$ cat config.mk
export PLATFORM = sky130hd
export DESIGN_NAME = tcm_seq_mult
export DESIGN_NICKNAME = d
export VERILOG_FILES = /design/src/rtl/tcm_mult_pkg.sv /design/src/rtl/tcm_step_cnt.sv /design/src/rtl/tcm_ctrl.sv /design/src/rtl/tcm_datapath.sv /design/src/rtl/tcm_seq_mult.sv
export SDC_FILE = /design/constraint.sdc
export NUM_CORES = 1
export LEC_CHECK = 0
export ABC_AREA = 0
export BUFFER_PORTS_ARGS = -buffer_cell sky130_fd_sc_hd__buf_2
export CORE_MARGIN = 1
export CORE_UTILIZATION = 57
export CTS_CLUSTER_DIAMETER = 50
export CTS_CLUSTER_SIZE = 16
export DETAILED_ROUTE_END_ITERATION = 16
export HOLD_SLACK_MARGIN = 0.06
export PLACE_DENSITY = 0.79
export SLEW_MARGIN = 20
export SYNTH_ARGS = -nofsm -noshare
export SYNTH_HDL_FRONTEND = slang
export SYNTH_SLANG_ARGS = --single-unit
$ cat constraint.sdc
create_clock -name clk -period 1.1 [get_ports clk]
set_input_delay 0.055 -clock clk [delete_from_list [all_inputs] [get_ports clk]]
set_output_delay 0.055 -clock clk [all_outputs]
set_load 0.005 [all_outputs]
$ cat src/rtl/tcm_mult_pkg.sv
package tcm_mult_pkg;
  typedef enum logic [1:0] {
    PH_IDLE = 2'd0,
    PH_RUN  = 2'd1,
    PH_FIN  = 2'd2
  } phase_t;
endpackage

$ cat src/rtl/tcm_step_cnt.sv
module tcm_step_cnt #(
  parameter int W = 4
) (
  input  logic clk,
  input  logic rst_n,
  input  logic clr,
  input  logic adv,
  output logic last
);
  localparam int CW = (W > 2) ? $clog2(W) : 1;

  logic [CW-1:0] cnt_q, cnt_d;

  always_comb begin
    cnt_d = cnt_q;
    if (clr)      cnt_d = '0;
    else if (adv) cnt_d = cnt_q + CW'(1);
  end

  always_ff @(posedge clk or negedge rst_n) begin
    if (!rst_n)          cnt_q <= '0;
    else if (clr || adv) cnt_q <= cnt_d;
  end

  assign last = (cnt_q == CW'(W - 1));
endmodule

$ cat src/rtl/tcm_ctrl.sv
module tcm_ctrl
  import tcm_mult_pkg::*;
(
  input  logic clk,
  input  logic rst_n,
  input  logic go,
  input  logic last,
  output logic load,
  output logic step,
  output logic busy,
  output logic done
);
  phase_t ph_q, ph_d;
  logic   go_q;

  assign load = go && !go_q && (ph_q == PH_IDLE);
  assign step = (ph_q == PH_RUN);
  assign busy = step;
  assign done = (ph_q == PH_FIN);

  always_comb begin
    ph_d = ph_q;
    unique case (ph_q)
      PH_IDLE: if (load) ph_d = PH_RUN;
      PH_RUN:  if (last) ph_d = PH_FIN;
      PH_FIN:  ph_d = PH_IDLE;
      default: ph_d = PH_IDLE;
    endcase
  end

  always_ff @(posedge clk or negedge rst_n) begin
    if (!rst_n) begin
      ph_q <= PH_IDLE;
      go_q <= 1'b0;
    end else begin
      ph_q <= ph_d;
      go_q <= go;
    end
  end
endmodule

$ cat src/rtl/tcm_datapath.sv
module tcm_datapath #(
  parameter int W = 4
) (
  input  logic             clk,
  input  logic             rst_n,
  input  logic             load,
  input  logic             step,
  input  logic             last,
  input  logic [W-1:0]     mcand_in,
  input  logic [W-1:0]     mplier_in,
  output logic [2*W-1:0]   prod
);
  localparam int AW = 2 * W + 1;

  logic [AW-1:0]   acc_q, acc_d;
  logic [W-1:0]    mc_q;
  logic signed [W:0] mc_ext, addend, upper, sum;

  assign mc_ext = {mc_q[W-1], mc_q};
  assign upper  = acc_q[AW-1:W];

  always_comb begin
    addend = '0;
    if (acc_q[0]) addend = last ? -mc_ext : mc_ext;
    sum = upper + addend;
  end

  always_comb begin
    acc_d = acc_q;
    if (load)      acc_d = {{(W + 1){1'b0}}, mplier_in};
    else if (step) acc_d = {sum[W], sum, acc_q[W-1:1]};
  end

  always_ff @(posedge clk or negedge rst_n) begin
    if (!rst_n)            acc_q <= '0;
    else if (load || step) acc_q <= acc_d;
  end

  always_ff @(posedge clk or negedge rst_n) begin
    if (!rst_n)    mc_q <= '0;
    else if (load) mc_q <= mcand_in;
  end

  assign prod = acc_q[2*W-1:0];
endmodule

$ cat src/rtl/tcm_seq_mult.sv
module tcm_seq_mult #(
  parameter int W = 4
) (
  input  logic           clk,
  input  logic           rst_n,
  input  logic           go,
  input  logic [W-1:0]   multiplicand,
  input  logic [W-1:0]   multiplier,
  output logic [2*W-1:0] product,
  output logic           done
);
  logic rst_m, rst_sync;
  logic load_w, step_w, last_w, busy_w;

  always_ff @(posedge clk or negedge rst_n) begin
    if (!rst_n) begin
      rst_m    <= 1'b0;
      rst_sync <= 1'b0;
    end else begin
      rst_m    <= 1'b1;
      rst_sync <= rst_m;
    end
  end

  tcm_ctrl u_ctrl (
    .clk   (clk),
    .rst_n (rst_sync),
    .go    (go),
    .last  (last_w),
    .load  (load_w),
    .step  (step_w),
    .busy  (busy_w),
    .done  (done)
  );

  tcm_step_cnt #(.W(W)) u_cnt (
    .clk   (clk),
    .rst_n (rst_sync),
    .clr   (load_w),
    .adv   (step_w),
    .last  (last_w)
  );

  tcm_datapath #(.W(W)) u_dp (
    .clk       (clk),
    .rst_n     (rst_sync),
    .load      (load_w),
    .step      (step_w),
    .last      (last_w),
    .mcand_in  (multiplicand),
    .mplier_in (multiplier),
    .prod      (product)
  );
endmodule

==> flow_summary.json, run 1 <==
{
  "stop_stage": "4_1_cts",
  "yosys.cell_count.top_type": "dfrtp_1",
  "syn_area_um2": 1010,
  "hpwl_um": 1890,
  "io_buffers": 19,
  "ctsResizeCount": 29,
  "status": "stopped before the end",
  "ys_seq_elements": 19,
  "synth_nets": 112,
  "yosysUniqueCellTypes": 32,
  "die_w_um": 44.2,
  "synthTopCellsByArea": "dfrtp_1 47%, ha_1 7.4%, nand2_1 5.9%, mux2i_1 3.9%, xnor2_1 2.6%",
  "synthTopCellsByCount": "19 x dfrtp_1, 16 x nand2_1, 6 x ha_1, 5 x o21ai_0",
  "synthCells": 94,
  "ys_dominant_reg_cell": "dfrtp_1",
  "post_cts_buffers": 7,
  "numCtsBuffers": 3,
  "synth_seq_area_share_pct": 46.9,
  "synth.avg_cell_area_um2": 10.8,
  "error": "[ERROR DPL-0038] Utilization greater than 100%, impossible to legalize",
  "start_util_pct": 64.4,
  "async_reset_ff_share_pct": 100,
  "cts_root_buffer": "clkbuf_4",
  "io_pins": 20,
  "die_h_um": 44.2,
  "synth-edff-count": 0,
  "yosysTopAreaCellShare_pct": 46.9,
  "clockBufferDepth": 2,
  "htree_levels": 1,
  "ctsHoldBuffers": 11,
  "gp_congestion": 0.804,
  "placementRows": 14,
  "synth_warnings": 0,
  "cts.sinks": 19,
  "synth_top_area_cell": "dfrtp_1",
  "dpl.cell_count": 150,
  "place_area_um2": 1340
}
-- logic make-up after synthesis --
| kind of cell | synth area share, % |
|---|---|
| xor gates and xnor gates | 3.45 |
| and+or+nand+nor | 19.4 |
| DFF | 46.9 |
| AOI/OAI and AO/OA | 12.7 |
| other | 0.370 |
| adders and majority gates | 9.37 |
| muxes | 6.17 |
| buffers and inverters | 1.73 |
-- through the flow --
stage	setup TNS [ns]	util [%]	worst slack (ns)
after floorplan	-4.67	-	-1.18
after global placement	-4.44	84.8	-1.20
after detailed placement	-5.11	84.8	-1.31
==> run 2, diff against run 1 <==
--- a/config.mk
+++ b/config.mk
@@ -7,13 +7,10 @@
 export LEC_CHECK = 0
 export ABC_AREA = 0
 export BUFFER_PORTS_ARGS = -buffer_cell sky130_fd_sc_hd__buf_2
-export CORE_MARGIN = 1
-export CORE_UTILIZATION = 57
-export CTS_CLUSTER_DIAMETER = 50
-export CTS_CLUSTER_SIZE = 16
+export CORE_AREA = 2 2 63 65
 export DETAILED_ROUTE_END_ITERATION = 16
-export HOLD_SLACK_MARGIN = 0.06
-export PLACE_DENSITY = 0.79
+export DIE_AREA = 0 0 65 67
+export PLACE_DENSITY_LB_ADDON = 0.15
 export SLEW_MARGIN = 20
 export SYNTH_ARGS = -nofsm -noshare
 export SYNTH_HDL_FRONTEND = slang
==> run 2 against run 1 <==
Against the previous run: the flow now finishes, with violations (negative hold slack, negative setup slack); synthesized cell count did not move; synthesized area stayed put.
==> flow_summary.json, run 2 <==
{
  "status": "finished, violations left",
  "failed_checks": "negative hold slack, negative setup slack",
  "start_util_pct": 28.1,
  "async_reset_ff_share_pct": 100,
  "muxShareOfSynthArea_pct": 6.17,
  "cts_root_buffer": "clkbuf_8",
  "synth.avg_cell_area_um2": 10.8,
  "yosys.area_share.simple_pct": 19.4,
  "core-area_um2": 3610,
  "syn_to_final_growth_pct": 59.4,
  "synth_top_family_by_area": "simple AND/OR/NAND/NOR gates",
  "fin_skew_ns": 0.00643,
  "critPathKind": "reg -> reg",
  "worstSetupEndpointType": "register",
  "critPathRequiredTime_ns": 1.29,
  "fin_tns_setup_ns": -5.19,
  "path_buf_inv": 0,
  "leakagePower_uw": 0.000771,
  "cp_slowest_cell": "or4b_4",
  "crit_cells": 10,
  "grt_max_degree": 18,
  "utilization_pct": 44.9,
  "hold_slack_ns": -0.000971,
  "use_met1_pct": 15.4,
  "min_period_over_period_pct": 211,
  "cts.sinks": 19,
  "vias_per_cell": 4.46,
  "gr-usage-met2_pct": 20.6,
  "final_common_cell": "buf_4",
  "regMostFlops": "u_dp.acc_q",
  "ys_seq_elements": 19,
  "yosysTopAreaCellShare_pct": 46.9,
  "cpMostUsedCell": "ha_4",
  "fmax_ghz": 0.432,
  "wl_um": 2340,
  "r2r_slack_ns": -1.22,
  "grt_overflow": 0,
  "ys_dominant_reg_cell": "dfrtp_1",
  "hpwl_um": 1780,
  "grt-busiest-layer": "met2",
  "die_w_um": 65,
  "io_pins": 20,
  "yosysUniqueCellTypes": 32,
  "placementRows": 22,
  "setup_slack_ns": -1.22,
  "synth_xor_area_share_pct": 3.45,
  "grt_antenna_before_repair": 0,
  "min_path_type": "in -> reg",
  "slowest_delay_ns": 0.46,
  "synth_seq_area_share_pct": 46.9,
  "insertion_delay_ns": 0.26,
  "path_cells": "ha_4 > or2b_1 > xnor2_1 > and2_4 > ha_4 > a21o_1 > a21oi_2 > nand3b_1 > or4b_4 > o211ai_2",
  "finalCriticalPeriod_ns": 2.32,
  "maxCapViolations": 0,
  "syn_area_um2": 1010,
  "drc": 0,
  "seq_area_um2": 478,
  "use_met3_pct": 2.20,
  "arrival_ns": 2.51,
  "r2r-end": "u_dp.acc_q[7]$_DFFE_PN0P_",
  "fp.dieArea_um2": 4360,
  "yosys.cell_count.top_type": "dfrtp_1",
  "grt_usage_pct": 12.6,
  "largest_reg_flops": 8,
  "synth_top_area_cell": "dfrtp_1",
  "grt_pass1_vias": 835,
  "antenna_cells": 0,
  "r2r_start": "u_cnt.cnt_q[0]$_DFFE_PN0P_",
  "htree_levels": 1,
  "final_cell_mix": "21 x buf_4, 19 x buf_2, 17 x dfrtp_1",
  "ff2ff_path_depth": 10,
  "numCtsBuffers": 3,
  "synthCells": 94,
  "hold_start": "multiplicand[1]",
  "fin_nets": 163,
  "reg_top3": "u_dp.acc_q (8), u_dp.mc_q (4)",
  "io_buffers": 19,
  "synthTopCellsByArea": "dfrtp_1 47%, ha_1 7.4%, nand2_1 5.9%, mux2i_1 3.9%, xnor2_1 2.6%",
  "tritoncts": "built",
  "cp_max_fo": 3,
  "setup_viol": 15,
  "crit_family": "simple AND/OR/NAND/NOR gates",
  "power-per-cell-area_nw_per_um2": 2810,
  "firstDrtPassIters": 2,
  "synthTopCellsByCount": "19 x dfrtp_1, 16 x nand2_1, 6 x ha_1, 5 x o21ai_0",
  "worst_setup_path_start_kind": "register",
  "synthAdderAreaFrac_pct": 9.37,
  "multiInputGateArea_um2": 679,
  "peakVddDrop_v": 0.000926,
  "gp_congestion": 0.792,
  "hold_viol": 1,
  "clk_pin_slew_ns": 0.07,
  "layout-drive-gt1-share_pct": 59.0,
  "synth_compound_area_share_pct": 12.7,
  "cp-endpoint": "u_dp.acc_q[7]$_DFFE_PN0P_",
  "crit_start": "u_cnt.cnt_q[0]$_DFFE_PN0P_",
  "rsz0062_at_grt": "yes",
  "die_h_um": 67,
  "synth_nets": 112,
  "grt_pass1_wl_um": 3980,
  "clockBufferDepth": 2,
  "ant_nets": 0,
  "wl_per_cell_um": 12.2,
  "vias": 856,
  "synth_warnings": 0,
  "synth-edff-count": 0,
  "finalMaxSlewViolations": 0,
  "first_iter_violations": 7,
  "num-fill-cells": 364
}
[run 2: cell type report]
class,count,area share (%)
multi-input cells,71,42.0
flip-flops and latches,19,29.5
repair buffers,48,21.4
well taps,48,3.71
clock buffers,3,2.55
inverters,2,0.464
clock inverters,1,0.309
[run 2: worst min path at each step]
stage	endpoint	depth (start not counted)	slack [ns]
finish	u_dp.mc_q[1]$_DFFE_PN0P_	3	-0.001
global route	u_dp.mc_q[1]$_DFFE_PN0P_	3	0.002
CTS	u_dp.acc_q[1]$_DFFE_PN0P_	3	0.005
detailed placement	rst_sync$_DFF_PN0_	1	-0.16
global placement	rst_sync$_DFF_PN0_	1	-0.16
floorplan	rst_m$_DFF_PN0_	0	-0.24
[run 2: timing repair]
action | CTS | global route
hold buffers | 2 | 1
cloned | 0 | 0
buffers inserted | 2 | 3
endpoints found under the hold margin | 3 | 1
setup endpoints to repair | 15 | 16
gates resized for setup | 21 | 17
pin swaps | 15 | 6
[run 2: logic make-up (layout without fill, tap and decap cells)]
| family | Yosys count | count (layout) |
|---|---|---|
| adder cells (fa/ha/maj) | 7 | 7 |
| other | 1 | 1 |
| XOR/XNOR | 4 | 4 |
| multiplexers | 6 | 6 |
| AO/OA/AOI/OAI | 20 | 20 |
| AND/OR/NAND/NOR | 33 | 33 |
| flip-flops | 19 | 19 |
| buffers and inverters | 4 | 54 |
[run 2: tightest hold or removal path: stages]
cell	delay, ns
buf_2	0.08
nand2_2	0.05
o21ai_2	0.04
[run 2: power breakdown]
part / internal [uW] / leakage [uW] / total [uW] / switching [uW]
clock: 252 / 0.0000255 / 490 / 238
combinational: 1640 / 0.000514 / 2800 / 1170
sequential: 991 / 0.000232 / 1250 / 264
[run 2: stage by stage]
stage               hold WS [ns]  worst slack (ns)  total power (uW)  cells  area [um^2]
floorplan                 -0.241             -1.18              2530     94         1060
global placement          -0.160             -1.24              3440    180         1360
detailed placement        -0.157             -1.24              3480    180         1360
CTS                      0.00483             -1.23              4290    188         1510
global route             0.00202             -1.31              4940    192         1620
finish                 -0.000971             -1.22              4550    192         1620
[run 2: metal layers]
metal  vias up  part of all wire (%)  wire length (um)
li1        425                     -                 -
met1       410                    46              1070
met2        15                    48              1120
met3         6                   3.6                83
met4         0                   3.0                69
met5         -                     0                 0
Note: power is estimated with default switching activity, not from simulation.
==> run 3, diff against run 2 <==
--- a/config.mk
+++ b/config.mk
@@ -7,6 +7,7 @@
 export LEC_CHECK = 0
 export ABC_AREA = 0
 export BUFFER_PORTS_ARGS = -buffer_cell sky130_fd_sc_hd__buf_2
+export CAP_MARGIN = 20
 export CORE_AREA = 2 2 63 65
 export DETAILED_ROUTE_END_ITERATION = 16
 export DIE_AREA = 0 0 65 67
@@ -14,4 +15,5 @@
 export SLEW_MARGIN = 20
 export SYNTH_ARGS = -nofsm -noshare
 export SYNTH_HDL_FRONTEND = slang
+export SYNTH_HIERARCHICAL = 1
 export SYNTH_SLANG_ARGS = --single-unit
==> run 3 against run 2 <==
Against the previous run: largest power group unchanged; hold slack improved by 0.0071 ns; setup slack worse by 0.14 ns; the flow finishes with violations (negative setup slack); synthesized area increased by 1.7%; flip-flop and latch count unchanged; utilization is 1.7 points higher; critical path depth unchanged; design area grew 3.7%; via count fell by 2.7%; combinational power is 2% higher; register-to-register slack worse by 0.14 ns; synthesized cell count is 1.1% lower; global-route usage increased by 0.65 points; largest cell class unchanged.
==> flow_summary.json, run 3 <==
{
  "clk_pin_slew_ns": 0.08,
  "core-area_um2": 3610,
  "fp.dieArea_um2": 4360,
  "status": "finished, violations left",
  "insertion_delay_ns": 0.26,
  "grt_overflow": 0,
  "multiInputGateArea_um2": 658,
  "gp_congestion": 0.741,
  "tritoncts": "built",
  "synth_seq_area_share_pct": 46.1,
  "r2r_slack_ns": -1.36,
  "ff2ff_path_depth": 10,
  "synthTopCellsByArea": "dfrtp_1 46%, mux2i_1 8.7%, ha_1 7.3%, xnor2_1 4.2%, o21ai_0 3.4%",
  "vias": 833,
  "fin_tns_setup_ns": -6.61,
  "worstSetupEndpointType": "register",
  "peakVddDrop_v": 0.00121,
  "min_period_over_period_pct": 224,
  "grt_pass1_vias": 888,
  "num-fill-cells": 337,
  "cp-endpoint": "u_dp/acc_q[7]$_DFFE_PN0P_",
  "numCtsBuffers": 3,
  "io_pins": 20,
  "syn_area_um2": 1030,
  "failed_checks": "negative setup slack",
  "rsz0062_at_grt": "yes",
  "synth_nets": 111,
  "grt_usage_pct": 13.3,
  "switching_share_pct": 36.2,
  "synth-edff-count": 0,
  "leakagePower_uw": 0.000795,
  "worst_setup_path_start_kind": "register",
  "wl_um": 2530,
  "power-per-cell-area_nw_per_um2": 2760,
  "p_switching_uw": 1670,
  "p_comb_share_pct": 61.9,
  "cts.sinks": 19,
  "async_reset_ff_share_pct": 100,
  "final_cell_mix": "21 x buf_4, 19 x buf_2, 19 x dfrtp_1",
  "clkPwrFrac_pct": 11.1,
  "regMostFlops": "u_dp/acc_q",
  "die_h_um": 67,
  "ys_seq_elements": 19,
  "layout-drive-gt1-share_pct": 55.8,
  "final_common_cell": "buf_4",
  "arrival_ns": 2.60,
  "grt_pass1_wl_um": 4240,
  "synth_warnings": 6,
  "setup_viol": 15,
  "finalMaxSlewViolations": 0,
  "syn_to_final_growth_pct": 62.5,
  "antenna_cells": 0,
  "hold_viol": 0,
  "crit_start": "u_dp/mc_q[0]$_DFFE_PN0P_",
  "vias_per_cell": 4.27,
  "reg_top3": "u_dp/acc_q (8), u_dp/mc_q (4)",
  "r2r-end": "u_dp/acc_q[7]$_DFFE_PN0P_",
  "ant_nets": 0,
  "synth.avg_cell_area_um2": 11.1,
  "seqPwrFrac_pct": 27.0,
  "yosysTopAreaCellShare_pct": 46.1,
  "yosys.cell_count.top_type": "dfrtp_1",
  "fmax_ghz": 0.406,
  "placementRows": 22,
  "fin_nets": 166,
  "grt_max_degree": 18,
  "cp_max_fo": 3,
  "critPathRequiredTime_ns": 1.24,
  "whs_path_depth": 3,
  "p_int_uw": 2950,
  "r2r_start": "u_dp/mc_q[0]$_DFFE_PN0P_",
  "synthCells": 93,
  "synthTopCellsByCount": "19 x dfrtp_1, 9 x mux2i_1, 7 x nand2_1, 7 x o21ai_0",
  "die_w_um": 65,
  "firstDrtPassIters": 2,
  "finalCriticalPeriod_ns": 2.46,
  "htree_levels": 1,
  "first_iter_violations": 14,
  "maxCapViolations": 0,
  "start_util_pct": 28.6,
  "synth_top_area_cell": "dfrtp_1",
  "hpwl_um": 1540,
  "yosysUniqueCellTypes": 27,
  "drc": 0,
  "critPathKind": "reg -> reg",
  "clockBufferDepth": 2,
  "io_buffers": 19,
  "hold_slack_ns": 0.00614,
  "wl_per_cell_um": 12.9,
  "seq_area_um2": 475,
  "grt_antenna_before_repair": 0,
  "setup_slack_ns": -1.36,
  "cts_root_buffer": "clkbuf_8",
  "largest_reg_flops": 8,
  "min_path_type": "in -> reg",
  "fin_skew_ns": 0.00766,
  "ys_dominant_reg_cell": "dfrtp_1"
}
-- run 3: cell types whose count changed in the layout (fill, tap and decap cells not counted), sizes merged, moves of 2 or more --
cell and delta:
o22ai -2, nor2b +2, nor2 +5, mux2i +5, buf +3, nand2 -9
or2b -2, dlygate4sd3 +3, xnor2 +2
-- run 3: routing by layer --
layer / routed length (um) / vias up / track usage, %
met5: 0 / - / 0
met3: 99 / 2 / 3.55
met1: 1090 / 394 / 15.3
met4: 13 / 0 / 3.19
li1: - / 421 / -
met2: 1320 / 16 / 24.4
-- run 3: cell families after synthesis --
logic type                 count (synthesis)  synth area share [%]
and+or+nand+nor                           28                  16.0
DFF                                       19                  46.1
AOI/OAI and AO/OA                         14                  8.12
muxes                                     12                  12.0
adders and majority gates                  7                  9.21
buffers and inverters                      7                  4.00
xor gates and xnor gates                   5                  4.24
other                                      1                 0.363
-- run 3: worst min path at each step --
stage                         start                       end  slack, ns
floorplan                     rst_n           rst_m$_DFF_PN0_      -0.24
global route        multiplicand[1]  u_dp/mc_q[1]$_DFFE_PN0P_     0.0004
finish              multiplicand[1]  u_dp/mc_q[1]$_DFFE_PN0P_      0.006
global placement              rst_n           rst_m$_DFF_PN0_      -0.16
detailed placement            rst_n           rst_m$_DFF_PN0_      -0.16
CTS                 multiplicand[0]  u_dp/mc_q[0]$_DFFE_PN0P_      0.008
-- run 3: power groups by stage --
stage | clock (uW) | combinational [uW] | sequential (uW)
floorplan | 0 | 1440 | 1270
global placement | 0 | 2200 | 1230
detailed placement | 0 | 2230 | 1240
CTS | 550 | 2610 | 1230
global route | 582 | 3140 | 1290
finish | 515 | 2860 | 1250
-- run 3: final cells by class --
| type | count | area share, % |
|---|---|---|
| Clock buffer | 3 | 2.46 |
| Clock inverter | 1 | 0.447 |
| Inverter | 3 | 0.671 |
| Multi-Input combinational cell | 67 | 39.2 |
| Sequential cell | 19 | 28.3 |
| Tap cell | 48 | 3.58 |
| Timing Repair Buffer | 54 | 25.3 |
-- run 3: what timing repair did --
| item | in CTS | in global routing |
|---|---|---|
| hold buffers | 5 | 1 |
| gates cloned | 3 | 0 |
| pin swaps | 1 | 12 |
| setup buffers | 5 | 8 |
| gates resized for setup | 24 | 19 |
| endpoints found under the setup margin | 16 | 16 |
| endpoints found under the hold margin | 6 | 1 |
-- run 3: through the flow --
step	total power [uW]	setup WS [ns]	utilization, %	std cells	instance area (um^2)
after CTS	4390	-1.32	45.4	192	1640
after global placement	3430	-1.28	37.3	175	1340
after floorplan	2710	-1.19	-	93	1090
final	4620	-1.36	46.5	195	1680
after global routing	5020	-1.44	46.5	195	1680
after detailed placement	3470	-1.32	37.3	175	1340
-- run 3: worst max-delay path, stage by stage, from the launching register on --
cell and delay [ns]:
dfrtp_1 0.41, inv_2 0.10, ha_4 0.21, mux2i_1 0.16
nor2b_2 0.08, fa_2 0.39, a21oi_2 0.12, nor2b_1 0.06
or3b_1 0.33, mux2i_1 0.14, mux2_1 0.33
